**src/rtl/poll_pkg.sv**
```systemverilog
package poll_pkg;
    typedef enum logic [2:0] {
        ST_IDLE,
        ST_ISSUE,
        ST_COLLECT,
        ST_EVAL,
        ST_GAP
    } poll_state_e;
endpackage

```
**src/rtl/poll_match_unit.sv**
```systemverilog
// Masked status comparison restricted to the bytes actually read.
module poll_match_unit #(
    parameter int NB   = 4,
    parameter int SZ_W = $clog2(NB)
) (
    input  logic [NB*8-1:0] word,
    input  logic [NB*8-1:0] ref_val,
    input  logic [NB*8-1:0] mask,
    input  logic [SZ_W-1:0] size,
    input  logic            or_mode,
    output logic            hit
);
    logic [NB*8-1:0] size_mask;
    logic [NB*8-1:0] sel;
    logic [NB*8-1:0] same;

    for (genvar b = 0; b < NB; b++) begin : g_bytes
        assign size_mask[b*8 +: 8] = (size >= SZ_W'(b)) ? 8'hFF : 8'h00;
    end

    always_comb begin
        sel  = mask & size_mask;
        same = ~(word ^ ref_val);
        if (or_mode) hit = |(same & sel);
        else         hit = ((~same & sel) == '0);
    end
endmodule

```
**src/rtl/poll_gap_timer.sv**
```systemverilog
// Counts the idle cycles between two status reads.
module poll_gap_timer #(
    parameter int W = 16
) (
    input  logic         clk,
    input  logic         rst_n,
    input  logic         run,
    input  logic [W-1:0] limit,
    output logic         done
);
    logic [W-1:0] cnt;

    always_ff @(posedge clk or negedge rst_n) begin
        if (!rst_n)   cnt <= W'(1);
        else if (run) cnt <= cnt + 1'b1;
        else          cnt <= W'(1);
    end

    assign done = run && (cnt == limit);

    p_gap_bound_r6: assert property (@(posedge clk) disable iff (!rst_n)
        run |-> (cnt <= limit))
        else $error("gap counter passed its limit");
endmodule

```
**src/rtl/status_poll_engine.sv**
```systemverilog
module status_poll_engine
    import poll_pkg::*;
#(
    parameter int STAT_BYTES = 4,
    parameter int GAP_W      = 16
) (
    input  logic                    clk,
    input  logic                    rst_n,
    input  logic                    start,
    input  logic                    abort,
    input  logic                    flag_clr,
    input  logic [STAT_BYTES*8-1:0] cfg_match,
    input  logic [STAT_BYTES*8-1:0] cfg_mask,
    input  logic                    cfg_or_mode,
    input  logic [GAP_W-1:0]        cfg_interval,
    input  logic [$clog2(STAT_BYTES)-1:0] cfg_size,
    input  logic                    cfg_auto_stop,
    output logic                    rd_req,
    output logic [$clog2(STAT_BYTES)-1:0] rd_len,
    input  logic                    rsp_valid,
    input  logic [7:0]              rsp_data,
    output logic                    busy,
    output logic                    match_flag,
    output logic [STAT_BYTES*8-1:0] status_word
);
    localparam int STAT_W = STAT_BYTES * 8;
    localparam int SZ_W   = $clog2(STAT_BYTES);

    poll_state_e     state, nxt;
    logic [SZ_W-1:0] idx;
    logic [STAT_W-1:0] shadow;
    logic            abort_pend;
    logic            last_byte;
    logic            hit;
    logic            gap_done;

    assign last_byte = rsp_valid && (idx == cfg_size);

    poll_match_unit #(.NB(STAT_BYTES), .SZ_W(SZ_W)) u_match (
        .word    (shadow),
        .ref_val (cfg_match),
        .mask    (cfg_mask),
        .size    (cfg_size),
        .or_mode (cfg_or_mode),
        .hit     (hit)
    );

    poll_gap_timer #(.W(GAP_W)) u_gap (
        .clk   (clk),
        .rst_n (rst_n),
        .run   (state == ST_GAP),
        .limit (cfg_interval),
        .done  (gap_done)
    );

    // Next-state logic
    always_comb begin
        nxt = state;
        unique case (state)
            ST_IDLE:    if (start) nxt = ST_ISSUE;
            ST_ISSUE:   nxt = ST_COLLECT;
            ST_COLLECT: if (last_byte) nxt = (abort_pend || abort) ? ST_IDLE : ST_EVAL;
            ST_EVAL: begin
                if (abort)                      nxt = ST_IDLE;
                else if (hit && cfg_auto_stop)  nxt = ST_IDLE;
                else if (cfg_interval == '0)    nxt = ST_ISSUE;
                else                            nxt = ST_GAP;
            end
            ST_GAP: begin
                if (abort)         nxt = ST_IDLE;
                else if (gap_done) nxt = ST_ISSUE;
            end
            default: nxt = ST_IDLE;
        endcase
    end

    // State register and read datapath
    always_ff @(posedge clk or negedge rst_n) begin
        if (!rst_n) begin
            state      <= ST_IDLE;
            idx        <= '0;
            shadow     <= '0;
            abort_pend <= 1'b0;
        end else begin
            state <= nxt;
            if (state == ST_IDLE)
                abort_pend <= 1'b0;
            else if (abort && (state == ST_ISSUE || state == ST_COLLECT))
                abort_pend <= 1'b1;
            if (state == ST_ISSUE) begin
                idx    <= '0;
                shadow <= '0;
            end else if (state == ST_COLLECT && rsp_valid) begin
                idx <= idx + 1'b1;
                shadow[int'(idx)*8 +: 8] <= rsp_data;
            end
        end
    end

    // Outputs
    always_ff @(posedge clk or negedge rst_n) begin
        if (!rst_n) begin
            match_flag  <= 1'b0;
            status_word <= '0;
        end else begin
            if (state == ST_EVAL) status_word <= shadow;
            if (state == ST_EVAL && hit) match_flag <= 1'b1;
            else if (flag_clr)           match_flag <= 1'b0;
        end
    end

    assign rd_req = (state == ST_ISSUE);
    assign rd_len = cfg_size;
    assign busy   = (state != ST_IDLE);

    p_req_pulse_r1: assert property (@(posedge clk) disable iff (!rst_n)
        rd_req |=> !rd_req)
        else $error("request longer than one cycle");

    p_autostop_r7: assert property (@(posedge clk) disable iff (!rst_n)
        ($rose(match_flag) && $past(cfg_auto_stop) && !$past(abort_pend)) |-> !busy)
        else $error("still busy after a match with auto-stop");

    p_flag_hold_r9: assert property (@(posedge clk) disable iff (!rst_n)
        (match_flag && !flag_clr) |=> match_flag)
        else $error("match flag dropped without clear");

    p_flag_clear_r9: assert property (@(posedge clk) disable iff (!rst_n)
        $fell(match_flag) |-> $past(flag_clr))
        else $error("match flag fell with no clear");

    p_abort_drop_r10: assert property (@(posedge clk) disable iff (!rst_n)
        (state == ST_COLLECT && last_byte && (abort_pend || abort)) |=> !busy)
        else $error("aborted read was not dropped");
endmodule

```
**config.mk**
```make
export PLATFORM = sky130hd
export DESIGN_NAME = status_poll_engine
export DESIGN_NICKNAME = d
export VERILOG_FILES = /design/src/rtl/poll_pkg.sv /design/src/rtl/poll_match_unit.sv /design/src/rtl/poll_gap_timer.sv /design/src/rtl/status_poll_engine.sv
export SDC_FILE = /design/constraint.sdc
export NUM_CORES = 1
export LEC_CHECK = 0
export CORE_ASPECT_RATIO = 0.9
export CORE_MARGIN = 2
export CORE_UTILIZATION = 49
export CTS_BUF_LIST = sky130_fd_sc_hd__clkbuf_4 sky130_fd_sc_hd__clkbuf_8 sky130_fd_sc_hd__clkbuf_16
export CTS_CLUSTER_DIAMETER = 200
export DETAILED_ROUTE_END_ITERATION = 7
export DONT_BUFFER_PORTS = 1
export PLACE_DENSITY_LB_ADDON = 0.08
export SKIP_LAST_GASP = 1
export SYNTH_ARGS = -nofsm -noshare
export SYNTH_HDL_FRONTEND = slang
export SYNTH_SLANG_ARGS = --single-unit
export TNS_END_PERCENT = 50
```
**constraint.sdc**
```tcl
create_clock -name clk -period 2.8 [get_ports clk]
set_input_delay 0.14 -clock clk [delete_from_list [all_inputs] [get_ports clk]]
set_output_delay 0.14 -clock clk [all_outputs]
set_load 0.02 [all_outputs]
```
Yosys cells after proc, flatten, opt, wreduce, memory -nomap -nowiden
Index checks and enable logic that the tools add are counted.

word-level totals
  bits in registers = 87
  bits of input ports = 98
  logic and storage cells = 72

cells by class
  add/sub/neg operators = 3
  $lt $le $gt $ge = 4
  eq/ne operators = 9
  shift-type cells = 2
  multiplexer cells = 24
  bitwise gates (word level) = 6
  reduce and logical (&&, ||, !) cells = 17

operators by type and width
  cell                       number
  $and A32 B32 Y32           3
  $mux W32                   2
  $not A32 Y32               2
  $neg A5 Y33                1
  $shift A8 B33 Y32 const A  1
  $shiftx A8 B33 Y32         1
  $bwmux W32                 1
  $logic_not A32 Y1          1
  $mux W8                    4
  $reduce_or A32 Y1          1
  $xor A32 B32 Y32           1
  $mux W3                    7
  $add A16 B1 Y16 const B    1
  $eq A16 B16 Y1             1
  $logic_not A16 Y1          1
  $mux W16                   1
  $pmux W3 S5                1
  $eq A3 B2 Y1 const B       2
  $logic_and A1 B1 Y1        6
  $mux W2                    3
  $reduce_bool A2 Y1         3
  $mux W1                    5
  $ge A2 B1 Y1 const B       2
  $ge A2 B2 Y1 const B       2
  other kinds (10)           12

Logic depth before layout (Yosys ltp)
  depth in word-level cells = 10
  mapped depth = 8
  depth with buffers taken out = 7

Modules after synthesis
A second synthesis with hierarchy kept.

second synthesis, totals
  cell total of the unflattened synthesis = 528
  area total of the unflattened synthesis = 4,953.5 µm²

by module, submodules not included
  module              instances  cells an instance  area an instance (µm²)
  status_poll_engine  1          311                3,159.3
  poll_gap_timer      1          96                 988.4
  poll_match_unit     1          121                805.8

Worst setup path before layout
No wires, ideal clock.

  path type = reg2reg
  start = register idx[0]
  end = register shadow[2]
  setup time = 0.084 ns
  data arrival time = 1.837 ns
  data required time = 2.716 ns
  slack = 0.879 ns
  cell stages (with the launch flop) = 6
  buffers on the path = 0
  path through = dfrtp_1 > inv_1 > ha_1 > nor4_1 > nand2_1 > o21ai_0

on the way
  cells in the longest elaborated chain, start to end = 5

ends and longest elaborated chain
  item                                                     RTL line                  source
  start: declaration                                       status_poll_engine.sv:30  logic [SZ_W-1:0] idx;
  start signal: assignment                                 status_poll_engine.sv:94  idx <= idx + 1'b1;
  $neg A5 Y33 *                                            status_poll_engine.sv:95  shadow[int'(idx)*8 +: 8] <= rsp_data;
  $shiftx A8 B33 Y32 or $shift A8 B33 Y32 (tied branches)  status_poll_engine.sv:95
  $bwmux W32 *                                             status_poll_engine.sv:95
  $mux W32 *                                               status_poll_engine.sv:93  end else if (state == ST_COLLECT && rsp_valid) begin
  $mux W32 *                                               status_poll_engine.sv:90  if (state == ST_ISSUE) begin
  end signal: indexed assignment                           status_poll_engine.sv:95
  end: declaration                                         status_poll_engine.sv:31  logic [STAT_W-1:0] shadow;

Mark *: on every way between the ends. The rest lies on a longest branch, timed or not. The select of a mux whose other input is x is not followed.
A chain may end at the register's enable or synchronous reset.

Final worst setup path
  start = register shadow[17]
  end = register state[0]

on the way
  cells in the longest elaborated chain, start to end = 10

ends and longest elaborated chain
  item                    RTL line                  source
  $xor A32 B32 Y32 *      poll_match_unit.sv:23     same = ~(word ^ ref_val);
  $not A32 Y32 *          poll_match_unit.sv:23
  $not A32 Y32            poll_match_unit.sv:25     else hit = ((~same & sel) == '0);
  $and A32 B32 Y32        poll_match_unit.sv:25
  $logic_not A32 Y1       poll_match_unit.sv:25
  $mux W1 *               poll_match_unit.sv:24     if (or_mode) hit = |(same & sel);
  $logic_and A1 B1 Y1 *   status_poll_engine.sv:65  else if (hit && cfg_auto_stop) nxt = ST_IDLE;
  $mux W3 *               status_poll_engine.sv:65
  $mux W3 *               status_poll_engine.sv:64  if (abort) nxt = ST_IDLE;
  $pmux W3 S5 *           status_poll_engine.sv:59  unique case (state)
  end signal: assignment  status_poll_engine.sv:85  state <= nxt;
  end: declaration        status_poll_engine.sv:29  poll_state_e state, nxt;

Mark *: on every way between the ends. The rest lies on a longest branch, timed or not.

==> flow_summary.yaml <==
run_status:
  status: "finished, final reports clean"
cts:
  cts_tree: "built"
  cts_buffers: 9
  clock-root-buffer: "clkbuf_8"
  clk_latency_ns: 0.36
  cts.sinks: 87
  clk_path_buf_depth: 2
  cts_setup_buffers: 0
  ctsHtreeMaxLevel: 3
  clk_pin_slew_worst_paths_ns: 0.09
pwr:
  power_mw: 3.447
  p_leak_nw: 2.248
  p_per_area_nw_per_um2: 678.6
  irDropWorstVdd_v: 0.0003347
grt:
  grt_overflow_total: 0
  grt_busiest_layer: "met2"
  grtUsageMet2_pct: 36.22
  first_global_vias: 3335
  grtUsageMet1_pct: 32.45
  gr-usage-met3_pct: 9.208
  grt.total_usage_pct: 23.82
  grt_pass1_wl_um: 18170
  grt_max_degree: 88
  antenna_found_initial: 0
drt:
  dr.pass1.iters: 4
  first_iter_violations: 189
  ant_nets: 0
  drc: 0
  routed-via-count: 3358
  avgRoutedWirePerCell_um: 20.46
  vias_per_cell: 5.760
  wirelength_um: 11930
worst_setup_path:
  required_ns: 3.05
  slowest_stage: "dfrtp_1"
  start_kind: "flip-flop"
  critPathKind: "reg -> reg"
  path_max_fanout: 3
  cpPeakStageDelay_ns: 0.42
  cp_data_arrival_time_ns: 2.42
  crit_path_end_kind: "flip-flop"
  cp_cell_sequence: "xnor2_1 -> o22ai_1 -> nor4_1 -> a41oi_1 -> a311o_1 -> o31ai_1 -> a21oi_1"
yosys:
  synth_common_cells: "86 x dfrtp_1, 53 x xnor2_1, 34 x inv_1, 34 x nand2_1, 32 x mux2_2"
  syn-num-nets: 546
  yosysWarningCount: 0
  synth_edf_count: 0
  yosys-top-cells-area: "dfrtp_1 47%, xnor2_1 10%, mux2_2 7.8%"
  synth_top_area_share_pct: 46.75
  syn_avg_cell_area_um2: 10.41
  synth_flop_cell: "dfrtp_1"
  syn-instance-count: 442
  ys_types: 42
  synth_area_leader_cell: "dfrtp_1"
  ys_seq_area_share_pct: 47.32
  syn_area_um2: 4603
  ys_async_sr_fraction_pct: 100.0
  yosysMostFrequentCell: "dfrtp_1"
  ys_ff_latch: 87
sta:
  slew_viol_final: 0
  rsz0062_at_grt: "no"
  setup_tns_ns: 0
  setup_viol: 0
  finalCriticalPeriod_ns: 2.163
  worst_pin_slew_ns: 0.7458
  finClkSkew_ns: 0.01312
  maxSlewHeadroom_pct: 50.28
  layout_setup_ws_ns: 0.6371
  finalHoldViolCount: 0
  period_share_pct: 77.24
  fmax_ghz: 0.4624
placed_design:
  gp_congestion: 0.8710
  dp_hpwl_um: 8895
  place_ws_ns: 0.6761
  numPortBuffers: 0
layout:
  diodes: 0
  ff_latch_area_um2: 2178
  nFillCells: 817
  layout-drive-gt1-share_pct: 12.80
  layout.nets: 560
  syn2layout_area_growth_pct: 10.36
  multiInputGateArea_um2: 2217
floorplanning:
  die_w_um: 106.2
  coreArea_um2: 9125
  initial_core_util_pct: 50.45
  die_y_um: 95.95
  io_pins: 135
  rows: 33
  die_area_um2: 10190
job:
  drv_cap: 0
min_path:
  hp-class: "in -> reg"
## power by group
group / switching, mW / total (mW) / internal [mW]
Combinational: 0.552 / 0.918 / 0.366
Clock: 0.471 / 0.982 / 0.511
Sequential: 0.177 / 1.55 / 1.37
## worst paths after layout
path / startpoint / to / slack, ns / cells after the start
hold reg to reg: shadow[4] / shadow[4] / 0.53 / 2
min in group asynchronous: rst_n / u_gap.cnt[7] / 0.40 / 2
setup / recovery: shadow[17] / state[0] / 0.64 / 7
setup reg to reg: shadow[17] / state[0] / 0.64 / 7
hold / removal: abort / state[2] / 0.02 / 2
max in group asynchronous: rst_n / status_word[15] / 2.05 / 2
## cell usage in the layout (no fill, tap or decap), types with 2 or more instances in the layout
| master | count |
|---|---|
| ha_1 | 6 |
| nand4_1 | 7 |
| or3_1 | 3 |
| and3_1 | 5 |
| nor3b_2 | 3 |
| a22oi_1 | 12 |
| nor4_1 | 7 |
| o22ai_1 | 15 |
| nand2b_1 | 2 |
| o21ai_0 | 18 |
| inv_6 | 2 |
| nor2_1 | 24 |
| clkinv_4 | 2 |
| xnor2_1 | 53 |
| buf_4 | 4 |
| and4_1 | 3 |
| inv_1 | 34 |
| bufinv_16 | 2 |
| a22o_1 | 24 |
| nor3_1 | 4 |
| nor2b_1 | 2 |
| nand3_1 | 12 |
| xor2_1 | 9 |
| a21oi_1 | 13 |
| dlygate4sd3_1 | 12 |
| o211ai_1 | 2 |
| mux2_2 | 32 |
| nand2_1 | 34 |
| o31ai_1 | 2 |
| a311oi_1 | 2 |
| dfrtp_1 | 86 |
| clkbuf_8 | 9 |
## layer usage
| metal | wire, µm | up-vias |
|---|---|---|
| met1 | 5157 | 1650 |
| met5 | 0 | - |
| met3 | 1230 | 15 |
| li1 | - | 1586 |
| met2 | 5398 | 107 |
| met4 | 141 | 0 |
## logic make-up after synthesis
group           synth area share [%]
simple gates                   12.01
fa+ha+maj                      1.631
buf+inv                        4.621
xor+xnor                       11.80
mux                            8.046
flops                          47.32
compound gates                 14.57
## cell type report
cell class	instances	area share, %
Clock buffer	9	2.438
Multi-Input combinational cell	307	43.65
Sequential cell	87	42.88
Clock inverter	7	2.020
Inverter	34	2.512
Timing Repair Buffer	17	3.498
Tap cell	122	3.005
## metrics by stage
stage               cell area [µm²]  util (%)  hold WS, ns  instances
finish                         5080     55.67      0.02171        583
global route                   5080     55.67      0.01698        583
CTS                            5080     55.67     0.002253        583
detailed placement             4706     51.57      -0.1529        554
global placement               4706     51.57      -0.1537        554
floorplan                      4603         -      -0.1556        442
## registers in the layout, indices dropped and copies added, names as in the netlist
signal       flops
abort_pend       1
idx              2
match_flag       1
shadow          32
state            3
status_word     32
u_gap.cnt       16
## worst max-delay path: cells and delay by family (launching register included)
family	cells	cell delay [ns]
AOI/OAI and AO/OA	5	1.00
DFF	1	0.42
and+or+nand+nor	1	0.37
xor gates and xnor gates	1	0.26
## timing repair
action / CTS / global route
resized for setup: 0 / 0
endpoints found under the hold margin: 124 / 0
hold buffers: 13 / 0
(Power assumes the default switching activity.)
